**config.mk**
```make
export PLATFORM = sky130hd
export DESIGN_NAME = led_strip_fanout
export DESIGN_NICKNAME = d
export VERILOG_FILES = /design/src/rtl/led_fanout_pkg.sv /design/src/rtl/slot_timer.sv /design/src/rtl/strip_fetch.sv /design/src/rtl/strip_lane.sv /design/src/rtl/led_strip_fanout.sv
export SDC_FILE = /design/constraint.sdc
export NUM_CORES = 1
export LEC_CHECK = 0
export ABC_CLOCK_PERIOD_IN_PS = 2800
export BUFFER_PORTS_ARGS = -buffer_cell sky130_fd_sc_hd__buf_2
export CORE_ASPECT_RATIO = 0.75
export CORE_MARGIN = 3
export CORE_UTILIZATION = 40
export DETAILED_ROUTE_END_ITERATION = 6
export GPL_ROUTABILITY_DRIVEN = 0
export PLACE_DENSITY = 0.61
export SLEW_MARGIN = 20
export SYNTH_ARGS = -nofsm -noshare
export SYNTH_HDL_FRONTEND = slang
export SYNTH_SLANG_ARGS = --single-unit
```
**constraint.sdc**
```tcl
create_clock -name clk -period 2.8 [get_ports clk]
set_clock_uncertainty 0.05 [all_clocks]
set_input_delay 0.14 -clock clk [delete_from_list [all_inputs] [get_ports clk]]
set_output_delay 0.14 -clock clk [all_outputs]
set_load 0.02 [all_outputs]
```
**src/rtl/led_fanout_pkg.sv**
```systemverilog
package led_fanout_pkg;
   localparam int PAT_W      = 24;
   localparam int BITS       = 8;
   localparam int SLOT_LAST  = PAT_W - 1;

   typedef enum logic [1:0] {ST_IDLE, ST_PRIME, ST_SEND, ST_LATCH} phase_t;

   // Three slots per bit, first slot always high, last always low, bit 7 first.
   function automatic logic [PAT_W-1:0] expand_byte(input logic [BITS-1:0] b);
      logic [PAT_W-1:0] p;
      for (int i = 0; i < BITS; i++) begin
         p[PAT_W-1-3*i] = 1'b1;
         p[PAT_W-2-3*i] = b[BITS-1-i];
         p[PAT_W-3-3*i] = 1'b0;
      end
      return p;
   endfunction
endpackage

```
**src/rtl/slot_timer.sv**
```systemverilog
module slot_timer #(
   parameter int SLOT_CYC = 50
)(
   input  logic clk,
   input  logic rst_n,
   input  logic run,
   output logic tick
);
   localparam int CW = $clog2(SLOT_CYC);
   localparam logic [CW-1:0] LAST = CW'(SLOT_CYC - 1);

   if (SLOT_CYC < 2) begin : g_bad_slot
      $error("slot_timer: SLOT_CYC must be at least 2");
   end

   logic [CW-1:0] cnt_q;

   assign tick = run && (cnt_q == LAST);

   always_ff @(posedge clk or negedge rst_n) begin
      if (!rst_n)             cnt_q <= '0;
      else if (!run || tick)  cnt_q <= '0;
      else                    cnt_q <= cnt_q + CW'(1);
   end


   tick_spacing_chk: assert property (@(posedge clk) disable iff (!rst_n)
      tick |=> !tick);
endmodule

```
**src/rtl/strip_fetch.sv**
```systemverilog
module strip_fetch #(
   parameter int N      = 8,
   parameter int ADDR_W = 16,
   parameter int CNT_W  = 4
)(
   input  logic                  clk,
   input  logic                  rst_n,
   input  logic                  go,
   input  logic [ADDR_W-1:0]     first_addr,
   input  logic [ADDR_W-1:0]     stride,
   input  logic [CNT_W-1:0]      count,
   output logic                  rd_en,
   output logic [ADDR_W-1:0]     rd_addr,
   input  logic [7:0]            rd_data,
   output logic                  busy,
   output logic [N-1:0][7:0]     next_bytes
);
   logic              issuing_q, rsp_valid_q;
   logic [CNT_W-1:0]  idx_q, rsp_idx_q;
   logic [ADDR_W-1:0] addr_q;

   assign rd_en   = issuing_q;
   assign rd_addr = addr_q;
   assign busy    = issuing_q | rsp_valid_q;

   always_ff @(posedge clk or negedge rst_n) begin
      if (!rst_n) begin
         issuing_q   <= 1'b0;
         rsp_valid_q <= 1'b0;
         idx_q       <= '0;
         rsp_idx_q   <= '0;
         addr_q      <= '0;
      end else begin
         rsp_valid_q <= issuing_q;
         rsp_idx_q   <= idx_q;
         if (go) begin
            issuing_q <= 1'b1;
            idx_q     <= '0;
            addr_q    <= first_addr;
         end else if (issuing_q) begin
            idx_q  <= idx_q + CNT_W'(1);
            addr_q <= addr_q + stride;
            if ((idx_q + CNT_W'(1)) == count) issuing_q <= 1'b0;
         end
      end
   end

   always_ff @(posedge clk or negedge rst_n) begin
      if (!rst_n) begin
         next_bytes <= '0;
      end else if (rsp_valid_q) begin
         for (int i = 0; i < N; i++)
            if (rsp_idx_q == CNT_W'(i)) next_bytes[i] <= rd_data;
      end
   end


   fetch_idx_chk: assert property (@(posedge clk) disable iff (!rst_n)
      rsp_valid_q |-> (rsp_idx_q < count));

   go_idle_chk: assert property (@(posedge clk) disable iff (!rst_n)
      go |-> !busy);
endmodule

```
**src/rtl/strip_lane.sv**
```systemverilog
module strip_lane
   import led_fanout_pkg::*;
(
   input  logic       clk,
   input  logic       rst_n,
   input  logic       load,
   input  logic       shift,
   input  logic       enable,
   input  logic [7:0] next_byte,
   output logic       dout
);
   logic [PAT_W-1:0] pat_q;

   always_ff @(posedge clk or negedge rst_n) begin
      if (!rst_n)      pat_q <= '0;
      else if (load)   pat_q <= expand_byte(next_byte);
      else if (shift)  pat_q <= {pat_q[PAT_W-2:0], 1'b0};
   end

   assign dout = enable & pat_q[PAT_W-1];


   slot_lead_chk: assert property (@(posedge clk) disable iff (!rst_n)
      load |=> (dout == enable));
endmodule

```
**src/rtl/led_strip_fanout.sv**
```systemverilog
module led_strip_fanout
   import led_fanout_pkg::*;
#(
   parameter int MAX_STRIPS = 8,
   parameter int GROUP_SIZE = 6,
   parameter int LEN_W      = 10,
   parameter int ADDR_W     = 16,
   parameter int CLK_HZ     = 250_000_000,
   localparam int CNT_W     = $clog2(MAX_STRIPS + 1)
)(
   input  logic                  clk,
   input  logic                  rst_n,
   input  logic                  start,
   input  logic [CNT_W-1:0]      strip_count,
   input  logic [LEN_W-1:0]      strip_len,
   input  logic [ADDR_W-1:0]     base_addr,
   output logic                  rd_en,
   output logic [ADDR_W-1:0]     rd_addr,
   input  logic [7:0]            rd_data,
   output logic                  busy,
   output logic                  done,
   output logic [MAX_STRIPS-1:0] strip_out
);
   localparam int SLOT_CYC  = CLK_HZ / 5_000_000;
   localparam int LATCH_CYC = CLK_HZ / 20_000 + 1;
   localparam int LAT_W     = $clog2(LATCH_CYC);
   localparam int LEFT_W    = LEN_W + 2;
   localparam int N_GROUPS  = (MAX_STRIPS + GROUP_SIZE - 1) / GROUP_SIZE;

   if (MAX_STRIPS < 1 || GROUP_SIZE < 1) begin : g_bad_count
      $error("led_strip_fanout: MAX_STRIPS and GROUP_SIZE must be positive");
   end
   if (MAX_STRIPS + 2 > PAT_W * SLOT_CYC) begin : g_bad_fetch
      $error("led_strip_fanout: prefetch cannot finish within one byte period");
   end

   phase_t              phase;
   logic [CNT_W-1:0]    cnt_q;
   logic [ADDR_W-1:0]   base_q, stride_q, foff_q, fetch_base;
   logic [LEFT_W-1:0]   left_q;
   logic [1:0]          fcol_q;
   logic [4:0]          slot_q;
   logic [LAT_W-1:0]    lat_q;
   logic                done_q;
   logic                cfg_ok, latch_end, begin_frame, prime_load, last_slot;
   logic                load, go, fetch_busy;
   logic [N_GROUPS-1:0] group_tick;
   logic [MAX_STRIPS-1:0][7:0] next_bytes;

   assign cfg_ok      = (strip_count != '0) && (strip_len != '0);
   assign latch_end   = (phase == ST_LATCH) && (lat_q == LAT_W'(LATCH_CYC - 1));
   assign begin_frame = start && cfg_ok && ((phase == ST_IDLE) || latch_end);
   assign prime_load  = (phase == ST_PRIME) && !fetch_busy;
   assign last_slot   = (phase == ST_SEND) && group_tick[0] && (slot_q == 5'(SLOT_LAST));
   assign load        = prime_load || (last_slot && (left_q != '0));
   assign go          = begin_frame || (load && (left_q > LEFT_W'(1)));
   assign fetch_base  = begin_frame ? base_addr : base_q + foff_q;
   assign busy        = (phase != ST_IDLE);
   assign done        = done_q;

   always_ff @(posedge clk or negedge rst_n) begin
      if (!rst_n) begin
         phase    <= ST_IDLE;
         cnt_q    <= '0;
         base_q   <= '0;
         stride_q <= '0;
         left_q   <= '0;
         foff_q   <= '0;
         fcol_q   <= '0;
         slot_q   <= '0;
         lat_q    <= '0;
         done_q   <= 1'b0;
      end else begin
         done_q <= latch_end;
         if (begin_frame) begin
            cnt_q    <= strip_count;
            base_q   <= base_addr;
            stride_q <= ADDR_W'(strip_len) << 2;
            left_q   <= LEFT_W'(strip_len) * LEFT_W'(3);
            foff_q   <= ADDR_W'(1);
            fcol_q   <= 2'd1;
            phase    <= ST_PRIME;
         end else begin
            if (go) begin
               foff_q <= foff_q + ((fcol_q == 2'd2) ? ADDR_W'(2) : ADDR_W'(1));
               fcol_q <= (fcol_q == 2'd2) ? 2'd0 : fcol_q + 2'd1;
            end
            if (load) begin
               left_q <= left_q - LEFT_W'(1);
               slot_q <= '0;
            end else if ((phase == ST_SEND) && group_tick[0]) begin
               slot_q <= slot_q + 5'd1;
            end
            case (phase)
               ST_PRIME: if (prime_load) phase <= ST_SEND;
               ST_SEND:  if (last_slot && (left_q == '0)) begin
                            phase <= ST_LATCH;
                            lat_q <= '0;
                         end
               ST_LATCH: if (latch_end) phase <= ST_IDLE;
                         else           lat_q <= lat_q + LAT_W'(1);
               default: ;
            endcase
         end
      end
   end

   strip_fetch #(.N(MAX_STRIPS), .ADDR_W(ADDR_W), .CNT_W(CNT_W)) u_fetch (
      .clk(clk), .rst_n(rst_n), .go(go), .first_addr(fetch_base),
      .stride(stride_q), .count(cnt_q), .rd_en(rd_en), .rd_addr(rd_addr),
      .rd_data(rd_data), .busy(fetch_busy), .next_bytes(next_bytes)
   );

   for (genvar g = 0; g < N_GROUPS; g++) begin : g_timer
      slot_timer #(.SLOT_CYC(SLOT_CYC)) u_timer (
         .clk(clk), .rst_n(rst_n), .run(phase == ST_SEND), .tick(group_tick[g])
      );
   end

   for (genvar k = 0; k < MAX_STRIPS; k++) begin : g_lane
      localparam int G = k / GROUP_SIZE;
      strip_lane u_lane (
         .clk(clk), .rst_n(rst_n), .load(load),
         .shift((phase == ST_SEND) && group_tick[G]),
         .enable(CNT_W'(k) < cnt_q), .next_byte(next_bytes[k]),
         .dout(strip_out[k])
      );
   end


   fetch_ready_chk: assert property (@(posedge clk) disable iff (!rst_n)
      (load && (phase == ST_SEND)) |-> !fetch_busy);

   done_pulse_chk: assert property (@(posedge clk) disable iff (!rst_n)
      done |=> !done);

   latch_quiet_chk: assert property (@(posedge clk) disable iff (!rst_n)
      (phase == ST_LATCH) |-> (strip_out == '0));

   idle_noread_chk: assert property (@(posedge clk) disable iff (!rst_n)
      (phase == ST_IDLE) |-> !rd_en);

   group_sync_chk: assert property (@(posedge clk) disable iff (!rst_n)
      (group_tick == '0) || (&group_tick));
endmodule

```
==> results of run 1 <==
[power by group]
| group | switching, mW | internal (mW) | leakage [nW] |
|---|---|---|---|
| Combinational | 0.220 | 0.136 | 3.66 |
| Clock | 2.15 | 3.14 | 0.649 |
| Sequential | 0.0228 | 5.36 | 4.78 |
| Total | 2.40 | 8.64 | 9.09 |
[cell usage in the layout, fill, tap and decap left out, drive strengths merged, types with 23 or more instances in the layout]
| cell | instances |
|---|---|
| o22a | 51 |
| a31oi | 63 |
| mux2 | 65 |
| xor2 | 36 |
| o21ai | 65 |
| dfrtp | 368 |
| nand3 | 50 |
| a22o | 48 |
| buf | 108 |
| a21o | 23 |
| nand2 | 304 |
| a21oi | 56 |
| nor2 | 141 |
| ha | 57 |
| clkbuf | 52 |
| xnor2 | 33 |
| dlygate4sd3 | 33 |
| inv | 36 |
[through the flow]
| step | setup WS, ns | utilization (%) |
|---|---|---|
| floorplan | 0.0940 | - |
| global placement | 0.0968 | 43.9 |
| detailed placement | 0.0762 | 43.9 |
| CTS | 0.0505 | 47.9 |
| global route | 0.0166 | 47.9 |
| finish | 0.110 | 47.9 |
[cells by family (layout without fill, tap and decap cells)]
logic type	Yosys count	count (layout)	synth area share, %
multiplexers	73	73	4.75
AND/OR/NAND/NOR	580	580	14.7
adder cells (fa/ha/maj)	61	61	4.64
AO/OA/AOI/OAI	375	375	15.2
buffers and inverters	128	245	3.27
flip-flops	368	368	53.9
XOR/XNOR	69	69	3.54
[synth_stat cells, drive strengths merged, types with 3 or more instances]
master  number
dfrtp      368
nand2      304
nor2       141
mux2        65
o21ai       65
a31oi       63
ha          57
a21oi       56
clkbuf      56
o22a        51
nand3       50
a22o        48
buf         38
xor2        36
inv         34
xnor2       33
a21o        23
nor3        16
a211oi      15
nand4       14
o21a        10
o31ai       10
and2         9
mux2i        8
nor2b        8
nor4         8
and3         6
or3          6
o41ai        5
or2          5
fa           4
nand4b       4
o21bai       4
o22ai        4
nand2b       3
o221ai       3
[critical path, stage by stage, from the launching register on]
cell	delay, ns
sky130_fd_sc_hd__dfrtp_1	0.39
sky130_fd_sc_hd__ha_1	0.25
sky130_fd_sc_hd__fa_1	0.44
sky130_fd_sc_hd__a211oi_2	0.28
sky130_fd_sc_hd__o21bai_1	0.12
sky130_fd_sc_hd__a2111oi_0	0.43
sky130_fd_sc_hd__a21oi_1	0.10
sky130_fd_sc_hd__xnor2_1	0.15
sky130_fd_sc_hd__a211oi_1	0.10
sky130_fd_sc_hd__a221o_1	0.28
[final cells by class]
type / count / share of cell area [%]
flip-flops and latches: 368 / 46.3
well taps: 561 / 3.53
multi-input cells: 1158 / 37.3
clock inverters: 18 / 1.11
inverters: 34 / 0.642
repair buffers: 141 / 5.58
clock buffers: 52 / 5.51
[state kept, by name (all words and copies together), names as in the netlist, 5 cells and up]
signal	flops
u_fetch.rd_addr	16
g_timer.u_timer.cnt_q	12
lat_q	14
u_fetch.next_bytes	64
stride_q	10
g_lane.u_lane.pat_q	184
foff_q	16
base_q	16
slot_q	5
left_q	12
[repair_timing]
item                                    CTS  global route
gates resized for setup                   0             8
hold buffers                             33             0
hold endpoints to repair                126             0
endpoints found under the setup margin    0             4
[worst max path at each step]
stage / startpoint / to / slack [ns] / cells past startpoint
3_5_place_dp: foff_q[0] / u_fetch.rd_addr[10] / 0.08 / 8
5_1_grt: foff_q[1] / u_fetch.rd_addr[9] / 0.02 / 9
4_1_cts: foff_q[0] / u_fetch.rd_addr[10] / 0.05 / 8
2_1_floorplan: u_fetch.rd_addr[2] / u_fetch.rd_addr[10] / 0.09 / 9
6_report: u_fetch.rd_addr[2] / u_fetch.rd_addr[10] / 0.11 / 9
3_3_place_gp: foff_q[0] / u_fetch.rd_addr[10] / 0.1 / 8
[layer usage]
layer	global-route usage [%]	share of wire [%]
met1	26.9	50
met2	28.4	45
met5	0	0
met3	2.68	3.6
met4	3.56	1.5
==> results.tsv, run 1 <==
stage	metric	value	unit
die	effective utilization at floorplan	41.2	%
synth	cell type with the highest aggregate area in the netlist	sky130_fd_sc_hd__dfrtp_1	
cts	number of buffers inserted by post-CTS setup repair	0	
synth	synthesized area	0.0171	mm^2
die	Die ar.	0.0452	mm^2
timing	Final Max Slew Viols	0	
synth	net count after synthesis	1756	
cts	clock slew at the register clock pins of the worst setup and hold paths	0.07	ns
timing	sum of negative setup slack	0	ns
global_routing	initial antenna violation count	1	
detailed_routing	post-route DRC violation count	0	
timing	final-report hold violation count	0	
detailed_routing	post-DR wirelength/cell	17.2	um
detailed_routing	vias post-DR	12400	
cts	total number of H-tree levels	2	
die	count of pins on the block boundary	68	
layout	Fill cells	3863	
synth	ys async rst share	100	%
critical_path	setup slack of the worst register-to-register path	0.11	ns
detailed_routing	ANT nets after route	0	
die	core area	0.0415	mm^2
timing	slew margin rel.	41.1	%
job	max-cap viol count	0	
synth	FF+latch count, synth	368	
power	Peak supply drop	0.378	mV
critical_path	kind of start point of the critical path	flop	
cts	Max clock buf depth	3	
min_path	Min-Delay Endpoint	u_fetch.next_bytes[33]	
die	die height	185	um
critical_path	WP data arrival	3.07	ns
synth	number of enable-type register cells in the synthesized netlist	0	
global_routing	via count of the first global-routing pass	12400	
critical_path	required time of the worst setup path	3.18	ns
timing	final worst-path cycle share	96.1	%
layout	number of standard cells in the layout, taps in and fillers out	2332	
min_path	worst hold path depth	2	
placed_design	dpl cells	2229	
min_path	min-delay src	rd_data[1]	
critical_path	worst flop-to-flop path endpoint	u_fetch.rd_addr[10]	
synth	proportion of netlist area held by the largest area contributor	53.9	%
timing	highest clock frequency the design can meet	0.372	GHz
critical_path	reg2reg path depth	9	
critical_path	Reg-to-Reg Start	u_fetch.rd_addr[2]	
synth	most used flip-flop cell after synthesis	sky130_fd_sc_hd__dfrtp_1	
detailed_routing	total iterations of the first detailed-routing run	5	
power	power density relative to cell area	555	mW/mm^2
cts	CTS Root Buffer Type	sky130_fd_sc_hd__clkbuf_16	
critical_path	path type of the worst setup path	reg -> reg	
layout	synthesis-to-finish area growth	16.4	%
synth	Mapped Cells	1654	
cts	worst skew pair latency	0.54	ns
detailed_routing	detailed-route vias per instance	5.33	
layout	Sequential Area	0.00921	mm^2
timing	Slew @ Worst Pin	0.883	ns
timing	Setup-failing EPs final	0	
layout	fraction of layout cells with a size suffix above 1	15.0	%
power	static leakage	9.09	nW
power	Design Power	11.0	mW
detailed_routing	initial DRC count	962	
global_routing	wire length of the first global-routing pass	66.7	mm
synth	Synth Warn #	0	
cts	clk sinks	368	
layout	number of antenna diodes	0	
cts	number of buffers created by CTS	38	
status	result of the run	finished clean	
global_routing	pin count of the biggest net entering global routing	92	
die	cell row count	64	
die	Die Span X	245	um
placed_design	DP Area	0.0182	mm^2
synth	syn avg cell area	10.3	um^2
detailed_routing	drt total wl	40.2	mm
global_routing	Total Routing Usage GR	18.1	%
layout	area of the multi-input gates	0.00742	mm^2
timing	RSZ-0062 raised after global routing	no	
min_path	type of the tightest min-delay check	in -> reg	
synth	sequential fraction of the synthesis area	53.9	%
timing	final worst hold slack	0.0491	ns
critical_path	Critical Path Sink Type	flop	
placed_design	number of port buffers	67	
synth	unique cell type count in the Yosys netlist	66	
critical_path	largest fanout of any net on the critical path	3	
layout	post-route cell area	0.0199	mm^2
layout	count of nets after finishing	1843	
placed_design	placed wire-length estimate	25.3	mm
timing	min cycle time layout	2.69	ns
global_routing	total global routing overflow	0	
cts	TritonCTS clock tree	built	
synth	cell types with the largest area share after synthesis	sky130_fd_sc_hd__dfrtp_1, sky130_fd_sc_hd__nand2_1, sky130_fd_sc_hd__mux2_2	
No activity file was read; power rests on OpenSTA's default activity.
==> run 2: changes to the inputs <==
--- a/config.mk
+++ b/config.mk
@@ -7,6 +7,7 @@
 export LEC_CHECK = 0
 export ABC_CLOCK_PERIOD_IN_PS = 2800
 export BUFFER_PORTS_ARGS = -buffer_cell sky130_fd_sc_hd__buf_2
+export CAP_MARGIN = 20
 export CORE_ASPECT_RATIO = 0.75
 export CORE_MARGIN = 3
 export CORE_UTILIZATION = 40
==> constraint.sdc (replaced) <==
create_clock -name clk -period 2.8 [get_ports clk]
set_clock_uncertainty 0.05 [all_clocks]
set_input_delay 0.14 -clock clk [delete_from_list [all_inputs] [get_ports clk]]
set_output_delay 0.14 -clock clk [all_outputs]
set_load 0.05 [all_outputs]
==> run 2 against run 1 <==
Combinational power is essentially flat. Design area is 0.11% higher. Core utilization up 0.054 points. Fmax increased by 0.89%. Sequential share of layout area is essentially flat. Cell count increased by 0.13%. Global-route usage is 0.37 points higher. Highest routed layer unchanged. First-iteration DRC count shrank 0.83%. Sequential power hardly changed. Non-clock buffer count increased by 6. Die area unchanged.
==> results.tsv, run 2 (synthesis gave the netlist of run 1 again) <==
stage	metric	value	unit
status	result of the run	finished clean	
global_routing	initial antenna violation count	1	
detailed_routing	vias post-DR	12500	
critical_path	Critical Path Sink Type	flop	
detailed_routing	detailed-route vias per instance	5.37	
critical_path	required time of the worst setup path	3.17	ns
critical_path	setup slack of the worst register-to-register path	0.13	ns
layout	Fill cells	3902	
timing	Final Max Slew Viols	0	
layout	count of nets after finishing	1849	
die	effective utilization at floorplan	41.2	%
cts	worst skew pair latency	0.54	ns
timing	min cycle time layout	2.67	ns
cts	total number of H-tree levels	2	
timing	Setup-failing EPs final	0	
timing	RSZ-0062 raised after global routing	no	
critical_path	kind of start point of the critical path	flop	
timing	final worst hold slack	0.0395	ns
cts	number of buffers created by CTS	38	
detailed_routing	initial DRC count	954	
cts	CTS Root Buffer Type	sky130_fd_sc_hd__clkbuf_16	
die	cell row count	64	
detailed_routing	Met1 Wirelength	20.8	mm
critical_path	WP data arrival	3.03	ns
layout	largest registers	g_lane.u_lane.pat_q x184, u_fetch.next_bytes x64	
global_routing	Total Routing Usage GR	18.5	%
layout	commonest non-fill, non-tap cell in the layout	sky130_fd_sc_hd__dfrtp_1	
placed_design	worst slack at placement	0.0851	ns
critical_path	list of cells traversed by the critical path	ha_1 -> fa_2 -> a21o_1 -> a311o_1 -> o22a_1 -> a311oi_2 -> nor2_1 -> a221o_1	
die	die height	185	um
detailed_routing	total iterations of the first detailed-routing run	5	
detailed_routing	met2 WL	18.0	mm
power	power density relative to cell area	548	mW/mm^2
detailed_routing	post-DR wirelength/cell	17.5	um
layout	number of flip-flops under the largest register name	184	
cts	number of buffers inserted by post-CTS setup repair	0	
global_routing	pin count of the biggest net entering global routing	88	
detailed_routing	ANT nets after route	0	
detailed_routing	wire length on met3	1.56	mm
placed_design	placed wire-length estimate	26.1	mm
job	max-cap viol count	0	
layout	register bank with the most flops	g_lane.u_lane.pat_q	
layout	number of standard cells in the layout, taps in and fillers out	2335	
detailed_routing	top layer reached by signal wires	met4	
layout	synthesis-to-finish area growth	16.5	%
critical_path	Slowest Stage Delay on Critical Path	0.40	ns
power	Peak supply drop	0.387	mV
detailed_routing	post-route DRC violation count	0	
timing	final worst-path cycle share	95.2	%
power	static leakage	9.10	nW
placed_design	number of port buffers	67	
min_path	worst hold path depth	2	
global_routing	total global routing overflow	0	
critical_path	CP max stage cell	sky130_fd_sc_hd__dfrtp_1	
timing	sum of negative setup slack	0	ns
timing	highest clock frequency the design can meet	0.375	GHz
cts	clock slew at the register clock pins of the worst setup and hold paths	0.07	ns
timing	setup slack of the critical path after layout	0.134	ns
global_routing	via count of the first global-routing pass	12700	
placed_design	dpl cells	2236	
timing	Slew @ Worst Pin	0.869	ns
global_routing	wire length of the first global-routing pass	68.0	mm
die	Die ar.	0.0452	mm^2
layout	post-route cell area	0.0199	mm^2
min_path	type of the tightest min-delay check	in -> reg	
critical_path	path type of the worst setup path	reg -> reg	
cts	Max clock buf depth	3	
placed_design	DP Area	0.0183	mm^2
cts	TritonCTS clock tree	built	
cts	clk sinks	368	
layout	number of antenna diodes	0	
detailed_routing	drt total wl	40.9	mm
die	count of pins on the block boundary	68	
timing	final-report hold violation count	0	
layout	commonest non-fill, non-tap cells in the layout	sky130_fd_sc_hd__dfrtp_1, sky130_fd_sc_hd__nand2_1, sky130_fd_sc_hd__nor2_1, sky130_fd_sc_hd__buf_2, sky130_fd_sc_hd__mux2_2	
layout	fraction of layout cells with a size suffix above 1	15.4	%
critical_path	reg2reg path depth	8	
timing	slew margin rel.	42.1	%
critical_path	largest fanout of any net on the critical path	3	
die	Die Span X	245	um
die	core area	0.0415	mm^2
[run 2: cell count changes in the layout (fill, tap and decap cells not counted), moves of 2 or more]
cell	delta
sky130_fd_sc_hd__clkbuf_1	-4
sky130_fd_sc_hd__bufinv_16	-2
sky130_fd_sc_hd__buf_12	+2
sky130_fd_sc_hd__clkinv_8	+2
sky130_fd_sc_hd__buf_4	+5
sky130_fd_sc_hd__clkbuf_8	+3
[run 2: critical path, delay by kind of cell (launching register included)]
kind | cells | cell delay, ns
compound gates | 5 | 1.42
simple gates | 1 | 0.08
fa+ha+maj | 2 | 0.59
flops | 1 | 0.40
[run 2: area by class of cell]
class	count	area, um^2	share of cell area [%]
flip-flops and latches	368	9210	46.3
multi-input cells	1158	7410	37.2
repair buffers	147	1180	5.91
clock buffers	51	1120	5.63
well taps	561	702	3.53
clock inverters	16	161	0.811
inverters	34	128	0.641
[run 2: path summary, 6_finish.rpt]
check | from | end
max reg2reg | foff_q[0] | u_fetch.rd_addr[10]
min in group asynchronous | rst_n | g_lane[7].u_lane.pat_q[2]
max in group asynchronous | rst_n | base_q[0]
min reg2reg | u_fetch.idx_q[1] | u_fetch.rsp_idx_q[1]
min | rd_data[7] | u_fetch.next_bytes[7]
max | foff_q[0] | u_fetch.rd_addr[10]
[run 2: where the power goes]
group	internal [mW]	switching, mW	total [mW]
Clock	3.01	2.15	5.16
Sequential	5.36	0.0226	5.39
Combinational	0.136	0.220	0.356
Total	8.51	2.39	10.9
[run 2: what timing repair did]
action                                  CTS  global route
hold buffers                             32             0
gates resized for setup                   0             6
endpoints found under the hold margin   130             0
endpoints found under the setup margin    0             2
[run 2: routing by layer]
metal,vias to the layer above,GRT usage (%)
met5,-,0
met4,0,3.78
met3,50,2.55
met2,213,29.0
met1,6269,27.6
li1,6000,-
[run 2: per-stage QoR]
stage | power (mW) | util, %
floorplan | 5.59 | -
global placement | 5.80 | 44.1
detailed placement | 5.81 | 44.1
CTS | 11.0 | 47.9
global route | 11.3 | 48.0
finish | 10.9 | 48.0
==> run 3: changes to the inputs <==
--- a/config.mk
+++ b/config.mk
@@ -14,6 +14,7 @@
 export DETAILED_ROUTE_END_ITERATION = 6
 export GPL_ROUTABILITY_DRIVEN = 0
 export PLACE_DENSITY = 0.61
+export SETUP_SLACK_MARGIN = 0.3
 export SLEW_MARGIN = 20
 export SYNTH_ARGS = -nofsm -noshare
 export SYNTH_HDL_FRONTEND = slang
==> run 3 against run 2 <==
First-iteration DRC count decreased by 0.94%. Critical path depth grew 1. Design area is 1.1% higher. Worst hold slack got worse by 0.0044 ns. Sequential power about the same. Global-route usage is 0.23 points lower. Clock power hardly changed. Combinational power about the same. Setup slack gained 0.052 ns. Critical path type unchanged.
==> results.tsv, run 3 (synthesis gave the netlist of run 1 again) <==
stage	metric	value	unit
layout	synthesis-to-finish area growth	17.8	%
critical_path	reg2reg path depth	9	
die	Die Span X	245	um
timing	sum of negative setup slack	0	ns
detailed_routing	post-route DRC violation count	0	
detailed_routing	ANT nets after route	0	
placed_design	dpl cells	2228	
cts	TritonCTS clock tree	built	
timing	RSZ-0062 raised after global routing	yes	
critical_path	Reg-to-Reg Start	u_fetch.rd_addr[2]	
job	max-cap viol count	0	
min_path	min-delay src	rd_data[7]	
placed_design	worst slack at placement	0.0671	ns
critical_path	WP data arrival	2.99	ns
critical_path	required time of the worst setup path	3.17	ns
timing	Setup-failing EPs final	0	
cts	clk sinks	368	
detailed_routing	post-DR wirelength/cell	17.7	um
layout	commonest non-fill, non-tap cells in the layout	sky130_fd_sc_hd__dfrtp_1, sky130_fd_sc_hd__nand2_1, sky130_fd_sc_hd__nor2_1, sky130_fd_sc_hd__buf_2, sky130_fd_sc_hd__mux2_2	
die	die height	185	um
cts	clock slew at the register clock pins of the worst setup and hold paths	0.06	ns
min_path	Min-Delay Endpoint	u_fetch.next_bytes[63]	
power	static leakage	9.19	nW
layout	register bank with the most flops	g_lane.u_lane.pat_q	
detailed_routing	vias post-DR	12500	
power	power density relative to cell area	541	mW/mm^2
layout	utilization after layout	48.5	%
global_routing	initial antenna violation count	1	
layout	fraction of layout cells with a size suffix above 1	16.9	%
critical_path	path type of the worst setup path	reg -> reg	
timing	final worst-path cycle share	93.4	%
placed_design	placed wire-length estimate	25.9	mm
layout	number of standard cells in the layout, taps in and fillers out	2345	
status	result of the run	finished clean	
detailed_routing	initial DRC count	945	
layout	commonest non-fill, non-tap cell in the layout	sky130_fd_sc_hd__dfrtp_1	
power	Peak supply drop	0.469	mV
timing	Slew @ Worst Pin	0.855	ns
critical_path	largest fanout of any net on the critical path	3	
cts	total number of H-tree levels	2	
timing	min cycle time layout	2.61	ns
critical_path	Critical Path Sink Type	flop	
die	core area	0.0415	mm^2
layout	area of the multi-input gates	0.00758	mm^2
timing	highest clock frequency the design can meet	0.383	GHz
cts	Max clock buf depth	3	
global_routing	via count of the first global-routing pass	12300	
global_routing	pin count of the biggest net entering global routing	92	
timing	Final Max Slew Viols	0	
critical_path	kind of start point of the critical path	flop	
cts	number of buffers created by CTS	38	
detailed_routing	drt total wl	41.6	mm
timing	final-report hold violation count	0	
global_routing	total global routing overflow	0	
detailed_routing	detailed-route vias per instance	5.34	
cts	CTS Root Buffer Type	sky130_fd_sc_hd__clkbuf_16	
layout	number of flip-flops under the largest register name	184	
critical_path	setup slack of the worst register-to-register path	0.19	ns
layout	Sequential Area	0.00921	mm^2
timing	setup slack of the critical path after layout	0.186	ns
layout	Fill cells	3839	
critical_path	worst flop-to-flop path endpoint	u_fetch.rd_addr[10]	
layout	largest registers	g_lane.u_lane.pat_q x184, u_fetch.next_bytes x64	
layout	count of nets after finishing	1857	
global_routing	Total Routing Usage GR	18.3	%
die	effective utilization at floorplan	41.2	%
layout	number of antenna diodes	0	
min_path	worst hold path depth	2	
detailed_routing	total iterations of the first detailed-routing run	5	
die	count of pins on the block boundary	68	
min_path	type of the tightest min-delay check	in -> reg	
cts	worst skew pair latency	0.54	ns
timing	slew margin rel.	43.0	%
die	Die ar.	0.0452	mm^2
die	cell row count	64	
timing	final worst hold slack	0.0351	ns
placed_design	number of port buffers	67	
global_routing	wire length of the first global-routing pass	66.9	mm
==> run 3: worst max path at each step <==
stage	from	to	slack (ns)	depth (start not counted)
final	u_fetch.rd_addr[2]	u_fetch.rd_addr[10]	0.19	9
after global routing	u_fetch.rd_addr[2]	u_fetch.rd_addr[10]	0.08	9
after CTS	foff_q[0]	u_fetch.rd_addr[10]	0.23	8
after detailed placement	foff_q[0]	u_fetch.rd_addr[10]	0.07	8
after global placement	base_q[0]	u_fetch.rd_addr[10]	0.08	8
after floorplan	foff_q[0]	u_fetch.rd_addr[10]	0.26	8
==> run 3: power by group <==
group | switching, mW | internal [mW] | total (mW)
combinational | 0.219 | 0.140 | 0.359
clock | 2.14 | 3.01 | 5.14
sequential | 0.0223 | 5.36 | 5.39
total | 2.38 | 8.51 | 10.9
==> run 3: final cells by class <==
cell class                      count  share of cell area [%]
Inverter                           34                   0.634
Multi-Input combinational cell   1159                    37.7
Timing Repair Buffer              154                    6.17
Sequential cell                   368                    45.8
Clock buffer                       50                    5.15
Clock inverter                     19                    1.14
Tap cell                          561                    3.49
==> run 3: critical path, stage by stage, from the launching register on <==
cell,delay [ns]
sky130_fd_sc_hd__dfrtp_2,0.43
sky130_fd_sc_hd__ha_4,0.19
sky130_fd_sc_hd__fa_2,0.39
sky130_fd_sc_hd__a211oi_4,0.26
sky130_fd_sc_hd__o21bai_1,0.15
sky130_fd_sc_hd__a2111oi_1,0.37
sky130_fd_sc_hd__a21oi_1,0.09
sky130_fd_sc_hd__xnor2_1,0.22
sky130_fd_sc_hd__a211oi_2,0.11
sky130_fd_sc_hd__a221o_1,0.26
==> run 3: repair_timing <==
item | 4_1_cts | 5_1_grt
pin swaps | 3 | 6
resized for setup | 10 | 32
gates cloned | 0 | 2
endpoints found under the hold margin | 135 | 0
endpoints found under the setup margin | 62 | 107
buffers inserted | 1 | 12
hold buffers | 33 | 0
==> run 3: per-layer routing <==
| metal | vias to the layer above | wire length [um] | track usage (%) |
|---|---|---|---|
| met5 | - | 0 | 0 |
| met4 | 0 | 694 | 4.08 |
| met3 | 54 | 2130 | 3.36 |
| met2 | 226 | 18200 | 28.0 |
| met1 | 6222 | 20600 | 27.1 |
| li1 | 6014 | - | - |
==> run 3: through the flow <==
| step | total power [mW] | area, um^2 |
|---|---|---|
| 2_1_floorplan | 5.59 | 17100 |
| 3_3_place_gp | 5.81 | 18200 |
| 5_1_grt | 11.3 | 20100 |
| 6_report | 10.9 | 20100 |
| 4_1_cts | 11.0 | 19900 |
| 3_5_place_dp | 5.81 | 18200 |
